===== config.mk =====
export PLATFORM = sky130hd
export DESIGN_NAME = countdown_timer
export DESIGN_NICKNAME = d
export VERILOG_FILES = /design/src/rtl/ct_pkg.sv /design/src/rtl/ct_tick_sel.sv /design/src/rtl/ct_counter.sv /design/src/rtl/ct_irq.sv /design/src/rtl/countdown_timer.sv
export SDC_FILE = /design/constraint.sdc
export NUM_CORES = 1
export LEC_CHECK = 0
export BUFFER_PORTS_ARGS = -buffer_cell sky130_fd_sc_hd__buf_2
export CORE_MARGIN = 3
export CORE_UTILIZATION = 29
export DETAILED_ROUTE_END_ITERATION = 12
export GPL_ROUTABILITY_DRIVEN = 1
export PLACE_DENSITY_LB_ADDON = 0.12
export SYNTH_ARGS = -nofsm -noshare
export SYNTH_HDL_FRONTEND = slang
export SYNTH_HIERARCHICAL = 1
export SYNTH_SLANG_ARGS = --single-unit

===== constraint.sdc =====
create_clock -name clk -period 2.02 [get_ports clk]
set_input_delay 0.101 -clock clk [delete_from_list [all_inputs] [get_ports clk]]
set_output_delay 0.101 -clock clk [all_outputs]
set_load 0.02 [all_outputs]

===== src/rtl/ct_pkg.sv =====
package ct_pkg;
    // bit positions inside the interrupt/flag register
    localparam int TIE_BIT   = 0;
    localparam int FLAG_BIT  = 2;
    localparam int PMODE_BIT = 4;
    // bit position of the enable inside the timer configuration
    localparam int EN_BIT    = 3;

    typedef struct packed {
        logic tie;
        logic pmode;
        logic flag;
        logic pulse;
    } irq_st_t;
endpackage


===== src/rtl/ct_tick_sel.sv =====
module ct_tick_sel #(
    parameter int N_SRC = 4,
    localparam int SEL_W = $clog2(N_SRC)
) (
    input  logic [N_SRC-1:0] src_tick,
    input  logic [SEL_W-1:0] sel,
    input  logic             en,
    output logic             tick
);
    logic [N_SRC-1:0] hit;

    // one gate per source: pass the strobe only when it is the selected one
    for (genvar g = 0; g < N_SRC; g++) begin : g_src
        assign hit[g] = src_tick[g] && (sel == SEL_W'(g));
    end

    assign tick = en && (|hit);
endmodule


===== src/rtl/ct_counter.sv =====
module ct_counter #(
    parameter int W = 8
) (
    input  logic         clk,
    input  logic         rst_n,
    input  logic         ld,
    input  logic [W-1:0] ld_val,
    input  logic         tick,
    output logic [W-1:0] cnt,
    output logic [W-1:0] reload,
    output logic         expire
);
    typedef struct packed {
        logic [W-1:0] cnt;
        logic [W-1:0] rel;
    } cnt_st_t;

    cnt_st_t st_d, st_q;

    always_comb begin
        st_d   = st_q;
        expire = 1'b0;
        if (ld) begin
            // a load always wins over a tick in the same cycle
            st_d.cnt = ld_val;
            st_d.rel = ld_val;
        end else if (tick && (st_q.cnt != '0)) begin
            if (st_q.cnt == W'(1)) begin
                expire   = 1'b1;
                st_d.cnt = st_q.rel;
            end else begin
                st_d.cnt = st_q.cnt - W'(1);
            end
        end
    end

    always_ff @(posedge clk) begin
        if (!rst_n) st_q <= '0;
        else        st_q <= st_d;
    end

    assign cnt    = st_q.cnt;
    assign reload = st_q.rel;
endmodule


===== src/rtl/ct_irq.sv =====
module ct_irq
    import ct_pkg::*;
(
    input  logic clk,
    input  logic rst_n,
    input  logic cfg_wr,
    input  logic cfg_tie,
    input  logic cfg_pmode,
    input  logic cfg_keep,
    input  logic expire,
    input  logic slow_tick,
    output logic tie,
    output logic pmode,
    output logic flag,
    output logic pulse,
    output logic irq
);
    irq_st_t st_d, st_q;

    always_comb begin
        st_d = st_q;
        if (cfg_wr) begin
            st_d.tie   = cfg_tie;
            st_d.pmode = cfg_pmode;
            if (!cfg_keep) st_d.flag = 1'b0;
        end
        // a new expiry beats a clear in the same cycle
        if (expire) st_d.flag = 1'b1;
        if (expire)         st_d.pulse = 1'b1;
        else if (slow_tick) st_d.pulse = 1'b0;
    end

    always_ff @(posedge clk) begin
        if (!rst_n) st_q <= '0;
        else        st_q <= st_d;
    end

    assign tie   = st_q.tie;
    assign pmode = st_q.pmode;
    assign flag  = st_q.flag;
    assign pulse = st_q.pulse;
    assign irq   = st_q.tie & (st_q.pmode ? st_q.pulse : st_q.flag);
endmodule


===== src/rtl/countdown_timer.sv =====
module countdown_timer
    import ct_pkg::*;
#(
    parameter int N_SRC    = 4,
    parameter int DATA_W   = 8,
    parameter int ADDR_W   = 4,
    parameter int SLOW_IDX = 1,
    parameter logic [ADDR_W-1:0] A_CTL = 4'h1,
    parameter logic [ADDR_W-1:0] A_TMR = 4'hE,
    parameter logic [ADDR_W-1:0] A_CNT = 4'hF
) (
    input  logic              clk,
    input  logic              rst_n,
    input  logic [N_SRC-1:0]  src_tick,
    input  logic              reg_wr,
    input  logic [ADDR_W-1:0] reg_addr,
    input  logic [DATA_W-1:0] reg_wdata,
    output logic [DATA_W-1:0] reg_rdata,
    output logic              irq_o
);
    localparam int SEL_W = $clog2(N_SRC);

    typedef struct packed {
        logic             en;
        logic [SEL_W-1:0] sel;
    } tcfg_t;

    tcfg_t tcfg_d, tcfg_q;

    logic              w_ctl_wr, w_tmr_wr, w_ld, w_tick, w_expire;
    logic              w_tie, w_pmode, w_flag, w_pulse;
    logic [DATA_W-1:0] w_cnt, w_reload;

    assign w_ctl_wr = reg_wr && (reg_addr == A_CTL);
    assign w_tmr_wr = reg_wr && (reg_addr == A_TMR);
    assign w_ld     = reg_wr && (reg_addr == A_CNT);

    always_comb begin
        tcfg_d = tcfg_q;
        if (w_tmr_wr) begin
            tcfg_d.sel = reg_wdata[SEL_W-1:0];
            tcfg_d.en  = reg_wdata[EN_BIT];
        end
    end

    always_ff @(posedge clk) begin
        if (!rst_n) tcfg_q <= '0;
        else        tcfg_q <= tcfg_d;
    end

    ct_tick_sel #(.N_SRC(N_SRC)) u_sel (
        .src_tick (src_tick),
        .sel      (tcfg_q.sel),
        .en       (tcfg_q.en),
        .tick     (w_tick)
    );

    ct_counter #(.W(DATA_W)) u_cnt (
        .clk    (clk),
        .rst_n  (rst_n),
        .ld     (w_ld),
        .ld_val (reg_wdata),
        .tick   (w_tick),
        .cnt    (w_cnt),
        .reload (w_reload),
        .expire (w_expire)
    );

    ct_irq u_irq (
        .clk       (clk),
        .rst_n     (rst_n),
        .cfg_wr    (w_ctl_wr),
        .cfg_tie   (reg_wdata[TIE_BIT]),
        .cfg_pmode (reg_wdata[PMODE_BIT]),
        .cfg_keep  (reg_wdata[FLAG_BIT]),
        .expire    (w_expire),
        .slow_tick (src_tick[SLOW_IDX]),
        .tie       (w_tie),
        .pmode     (w_pmode),
        .flag      (w_flag),
        .pulse     (w_pulse),
        .irq       (irq_o)
    );

    always_comb begin
        reg_rdata = '0;
        if (reg_addr == A_CTL) begin
            reg_rdata[TIE_BIT]   = w_tie;
            reg_rdata[FLAG_BIT]  = w_flag;
            reg_rdata[PMODE_BIT] = w_pmode;
        end else if (reg_addr == A_TMR) begin
            reg_rdata[SEL_W-1:0] = tcfg_q.sel;
            reg_rdata[EN_BIT]    = tcfg_q.en;
        end else if (reg_addr == A_CNT) begin
            reg_rdata = w_cnt;
        end
    end
endmodule


---- Yosys cells after proc, flatten, opt, wreduce, memory -nomap -nowiden ----
Cells that the tools add are included.
storage, ports and cells
  flip-flop bits (word level) ............. 23
  latch bits .............................. 0
  bits in writable memories ............... 0
  memory bits (read-only) ................. 0
  input bits .............................. 19
  output and inout port bits .............. 9
  word-level logic and storage cells ...... 57
  memories kept ........................... 0
cells by class
  add/subtract/negate cells ............... 1
  $mul .................................... 0
  divide/modulo/power cells ............... 0
  magnitude comparators ................... 0
  equal/unequal tests ..................... 8
  shift-type cells ........................ 0
  muxes and demuxes ....................... 23
  bitwise operators ....................... 1
  reduce and logical (&&, ||, !) cells .... 16
operators with widths
  kind                                                                 count
  8-bit two-way mux                                                    4
  1-bit two-way mux                                                    16
  1-bit logical AND                                                    9
  4-bit == test (second input constant)                                2
  8-bit by 1-bit == test with 1-bit output (second input constant)     1
  8-bit nonzero test                                                   1
  8-bit by 1-bit subtractor with 8-bit output (second input constant)  1
  2-bit nonzero test                                                   3
  2-bit == test (second input constant)                                2
  4-bit by 1-bit == test with 1-bit output (second input constant)     1
  4-bit two-way mux                                                    1
  4-bit OR reduction                                                   1
  3-bit two-way mux                                                    1
  2-bit by 1-bit == test with 1-bit output (second input constant)     1
  2-bit zero test                                                      1
  2-bit two-way mux                                                    1
  2-bit by 1-bit != test with 1-bit output (second input constant)     1
  2-bit AND reduction                                                  1
  1-bit AND                                                            1

---- Longest topological paths before layout ----
  word-level depth ........................ 9
  gate-level depth with buffers ........... 8
  gate-level depth less buffers ........... 6

---- Cells and area by module ----
Netlist, hierarchy kept.
by module, submodules not included
  module           times used  cells each  area an instance (sq um)  seq. area each (sq um)
  ct_counter       1           116         982.2                     320.3
  countdown_timer  1           33          264.0                     60.1
  ct_irq           1           15          163.9                     80.1
  ct_tick_sel      1           2           28.8                      0.0

---- Worst setup path before layout ----
Ideal clock, no wire load.
  kind .................................... register -> register
  start ................................... reg tcfg_q[1] (netlist name)
  end ..................................... reg u_cnt.st_q (netlist bit u_cnt/cnt[0])
  library setup time ...................... 0.116 ns
  data arrival time ....................... 1.743 ns
  data required time ...................... 1.904 ns
  setup slack ............................. 0.160 ns
  cell stages (with the launch flop) ...... 8
  buffers on the path ..................... 1
  period minus slack after synthesis ...... 1.860 ns
  cells stage by stage .................... dfxtp_1 -> mux4_2 -> and2_1 -> clkbuf_1 -> inv_1 -> a31oi_1 -> or2_0 -> a41o_1
on the way
  cells in the longest elaborated chain, start to end .. 6
  elaborated cells on any way between the ends .. 12
  classes of those cells .................. eq/ne (3); reduce/logical (9)
ends and longest elaborated chain
  element                                                           RTL line               RTL
  from (decl)                                                       countdown_timer.sv:28  tcfg_t tcfg_d, tcfg_q;
  from (signal assigned)                                            countdown_timer.sv:48  else tcfg_q <= tcfg_d;
  2-bit by 1-bit == test with 1-bit output (tied with other cells)  ct_tick_sel.sv:14      assign hit[g] = src_tick[g] && (sel == SEL_W'(g));
  1-bit logical AND                                                 ct_tick_sel.sv:14
  4-bit OR reduction (*)                                            ct_tick_sel.sv:17      assign tick = en && (|hit);
  1-bit logical AND (*)                                             ct_tick_sel.sv:17
  net w_tick                                                        countdown_timer.sv:30  logic w_ctl_wr, w_tmr_wr, w_ld, w_tick, w_expire;
  1-bit logical AND (*)                                             ct_counter.sv:27       end else if (tick && (st_q.cnt != '0)) begin
  2-bit nonzero test (no source line) (*)                           -
  to (signal assigned)                                              ct_counter.sv:39       else st_q <= st_d;
  to (decl)                                                         ct_counter.sv:18       cnt_st_t st_d, st_q;
Mark *: on every way through the listed nets, which the timed path passes. The rest lies on a longest branch.
A chain may end at the register's enable or synchronous reset.

---- Worst setup path in the final report ----
  start ................................... reg u_cnt.st_q (netlist bit u_cnt/cnt[0])
  end ..................................... reg u_cnt.st_q (netlist bit u_cnt/cnt[2])
on the way
  cells in the longest elaborated chain, start to end .. 4
  elaborated cells on any way between the ends .. 8
  classes of those cells .................. add/sub (1); eq/ne (1); mux (3); reduce/logical (3)
ends and longest elaborated chain
  element                                                                                                  RTL line                            RTL
  8-bit by 1-bit subtractor with 8-bit output or 8-bit by 1-bit == test with 1-bit output (tied branches)  ct_counter.sv:32, ct_counter.sv:28
  8-bit two-way mux                                                                                        ct_counter.sv:28                    if (st_q.cnt == W'(1)) begin
  8-bit two-way mux                                                                                        ct_counter.sv:27
  8-bit two-way mux                                                                                        ct_counter.sv:23                    if (ld) begin
Parallel ways exist; a longest one is shown, timed or not. The select of a mux whose other input is x is not followed.

==> results.py <==
metrics = {
    "global_routing": {
        "grt_pass1_wl_mm": 6.824,
        "grt-ovfl-total": 0,
        "grt_pass1_vias": 1408,
        "grt_start_max_net_pins": 29,
        "antenna_found_initial": 0,
        "grt_usage_pct": 14.17,
    },
    "clocking": {
        "cts_buffers": 3,
        "clock-sinks": 23,
        "postCtsSetupBuffers": 0,
        "cts.repair.resized": 0,
        "cts_tree": "done",
        "holdBufCountCts": 0,
        "cts_root_buf": "clkbuf_8",
        "clk_latency_ns": 0.26,
        "htreeDepth": 1,
        "clk_pin_slew_ns": 0.09,
        "clk_path_buf_depth": 2,
    },
    "placement": {
        "gp_congestion": 0.8408,
        "dpl_cell_area_um2": 1689,
        "dpl.hpwl_mm": 3.081,
        "place_ws_ns": 0.1787,
        "port_buffers": 27,
    },
    "synth": {
        "synth_flop_cell": "dfxtp_1",
        "yosys.cell_count.top_type": "dfxtp_1",
        "synth_edf_count": 0,
        "yosys-top-cells-count": "23 x dfxtp_1, 18 x nand2_1, 14 x mux2i_1",
        "ys_warn_count": 6,
        "synthTopCellsByArea": "dfxtp_1 32%, mux2i_1 9.7%, nand2_1 4.7%",
        "syn_area_per_cell_um2": 8.668,
        "synth_top_area_cell": "dfxtp_1",
        "synthArstFlopShare_pct": 0,
        "synth_nets": 188,
        "syn_area_um2": 1439,
        "synth.distinct_cells": 51,
        "synth.top_cell.area_share_pct": 32.00,
        "ys_seq_area_share_pct": 32.00,
        "ys_ff_latch": 23,
        "netlist_instances": 166,
    },
    "pwr": {
        "irDropWorstVdd_mv": 0.1963,
        "power.density_nw_per_um2": 506.9,
        "fin_total_pwr_mw": 0.8797,
        "p_leak_nw": 0.6849,
    },
    "timing": {
        "period_needed_ns": 1.875,
        "fin_worst_skew_ns": 0.003504,
        "finalWorstSetupSlack_ns": 0.1450,
        "hold_viol": 0,
        "setup_violations": 0,
        "period_share_pct": 92.82,
        "setup_tns_ns": 0,
        "rsz0062_at_grt": "no",
        "slew_headroom_pct": 60.18,
        "drv_slew": 0,
        "worstMarginPinSlew_ns": 0.5945,
        "max_freq_ghz": 0.5333,
    },
    "floorplan": {
        "row_count": 25,
        "io_pins": 28,
        "placeableCoreArea_um2": 4755,
        "dieHeight_um": 76.44,
        "die_width_um": 76.44,
        "die_area_um2": 5843,
        "initial_utilization_pct": 30.26,
    },
    "setup_path": {
        "worstPathRequired_ns": 2.17,
        "crit_arrival_ns": 2.03,
        "path_max_fanout": 7,
        "crit_path_end_kind": "flip-flop",
        "crit_type": "flip-flop to flip-flop",
        "start_kind": "flip-flop",
        "rr_worst_depth": 5,
        "reg2reg_slack_ns": 0.15,
    },
    "finish": {
        "drive_above_1_share_pct": 26.26,
        "n_antenna_cell": 0,
        "finalInstanceArea_um2": 1735,
        "nets": 221,
        "area_delta_synth_final_pct": 20.61,
    },
    "detailed_routing": {
        "drtIter0Drc": 115,
        "vias": 1341,
        "post_drt_wl_per_cell_um": 14.93,
        "drc": 0,
        "routed_wl_mm": 3.957,
        "routed_via_density": 5.060,
        "ant_nets": 0,
        "drt_pass1_iterations": 4,
    },
    "status": {
        "outcome": "finished, final reports clean",
    },
    "hold_path": {
        "whs_path_depth": 3,
        "min_path_type": "primary input to flip-flop",
    },
    "run": {
        "max-cap-violations": 0,
    },
}
-- cells in the final DEF, fill, tap and decap left out, drive strengths merged, types with 3 or more instances in the layout --
cell type and n:
and2 3, buf 35, and3 7, ha 3
o21ai 9, nand2 18, a21boi 5, dfxtp 23
mux2i 14, nor3 4, a31oi 3, o21a 4
nor3b 3, inv 7, nand3 5, clkbuf 3
nor2 9, or2 3, nor2b 10
-- where the power goes --
part | switching, mW | internal, mW | leakage [nW]
clock | 0.157 | 0.138 | 0.0255
sequential | 0.00830 | 0.460 | 0.186
combinational | 0.0628 | 0.0545 | 0.474
-- worst max-delay path: stages, from the launching register on --
cell and delay [ns]:
dfxtp_1 0.48, ha_1 0.23, nor4b_4 0.43, a2111oi_0 0.22, a211oi_1 0.29, o22ai_1 0.12
-- kinds of logic (layout without fill, tap and decap cells) --
kind of cell / after synthesis / after routing / synth area share (%)
AO/OA/AOI/OAI: 40 / 40 / 20.35
flip-flops: 23 / 23 / 32.00
buffers and inverters: 14 / 46 / 3.826
adder cells (fa/ha/maj): 3 / 3 / 2.609
multiplexers: 15 / 15 / 11.30
AND/OR/NAND/NOR: 71 / 71 / 29.91
-- state kept, by name, summed over array words and instances, names as in the netlist --
| signal | flops |
|---|---|
| u_cnt/cnt | 8 |
| u_cnt/reload | 8 |
| tcfg_q | 3 |
| u_irq/flag | 1 |
| u_irq/pmode | 1 |
| u_irq/pulse | 1 |
| u_irq/tie | 1 |
-- final timing paths --
path / startpoint / endpoint
hold reg to reg: tcfg_q[2]$_SDFFE_PN0P_ / tcfg_q[2]$_SDFFE_PN0P_
setup / recovery: u_cnt/cnt[0]$_SDFFE_PN0P_ / u_cnt/cnt[2]$_SDFFE_PN0P_
hold / removal: reg_wdata[2] / u_irq/flag$_SDFFE_PN0P_
setup reg to reg: u_cnt/cnt[0]$_SDFFE_PN0P_ / u_cnt/cnt[2]$_SDFFE_PN0P_
-- layer usage --
| metal | part of all wire [%] | vias up | track usage, % |
|---|---|---|---|
| li1 | - | 668 | - |
| met1 | 50 | 644 | 19.49 |
| met2 | 46 | 25 | 22.32 |
| met3 | 3.2 | 4 | 2.837 |
| met4 | 0.66 | 0 | 4.167 |
| met5 | 0 | - | 0 |
-- metrics by stage --
step | util (%) | std cells | hold slack (ns)
3_5_place_dp | 35.53 | 261 | 0.3883
2_1_floorplan | - | 166 | 0.2185
5_1_grt | 36.50 | 265 | 0.1054
6_report | 36.50 | 265 | 0.1020
4_1_cts | 36.50 | 265 | 0.1026
3_3_place_gp | 35.53 | 261 | 0.3751
-- area by class of cell --
class / instances / area, um^2
fill: 516 / 3019
multi-input combinational: 129 / 923.4
sequential: 23 / 460.4
timing repair buffer: 35 / 195.2
tap: 67 / 83.83
clock buffer: 3 / 41.29
inverter: 7 / 26.28
clock inverter: 1 / 5.005
(Power assumes the default switching activity.)
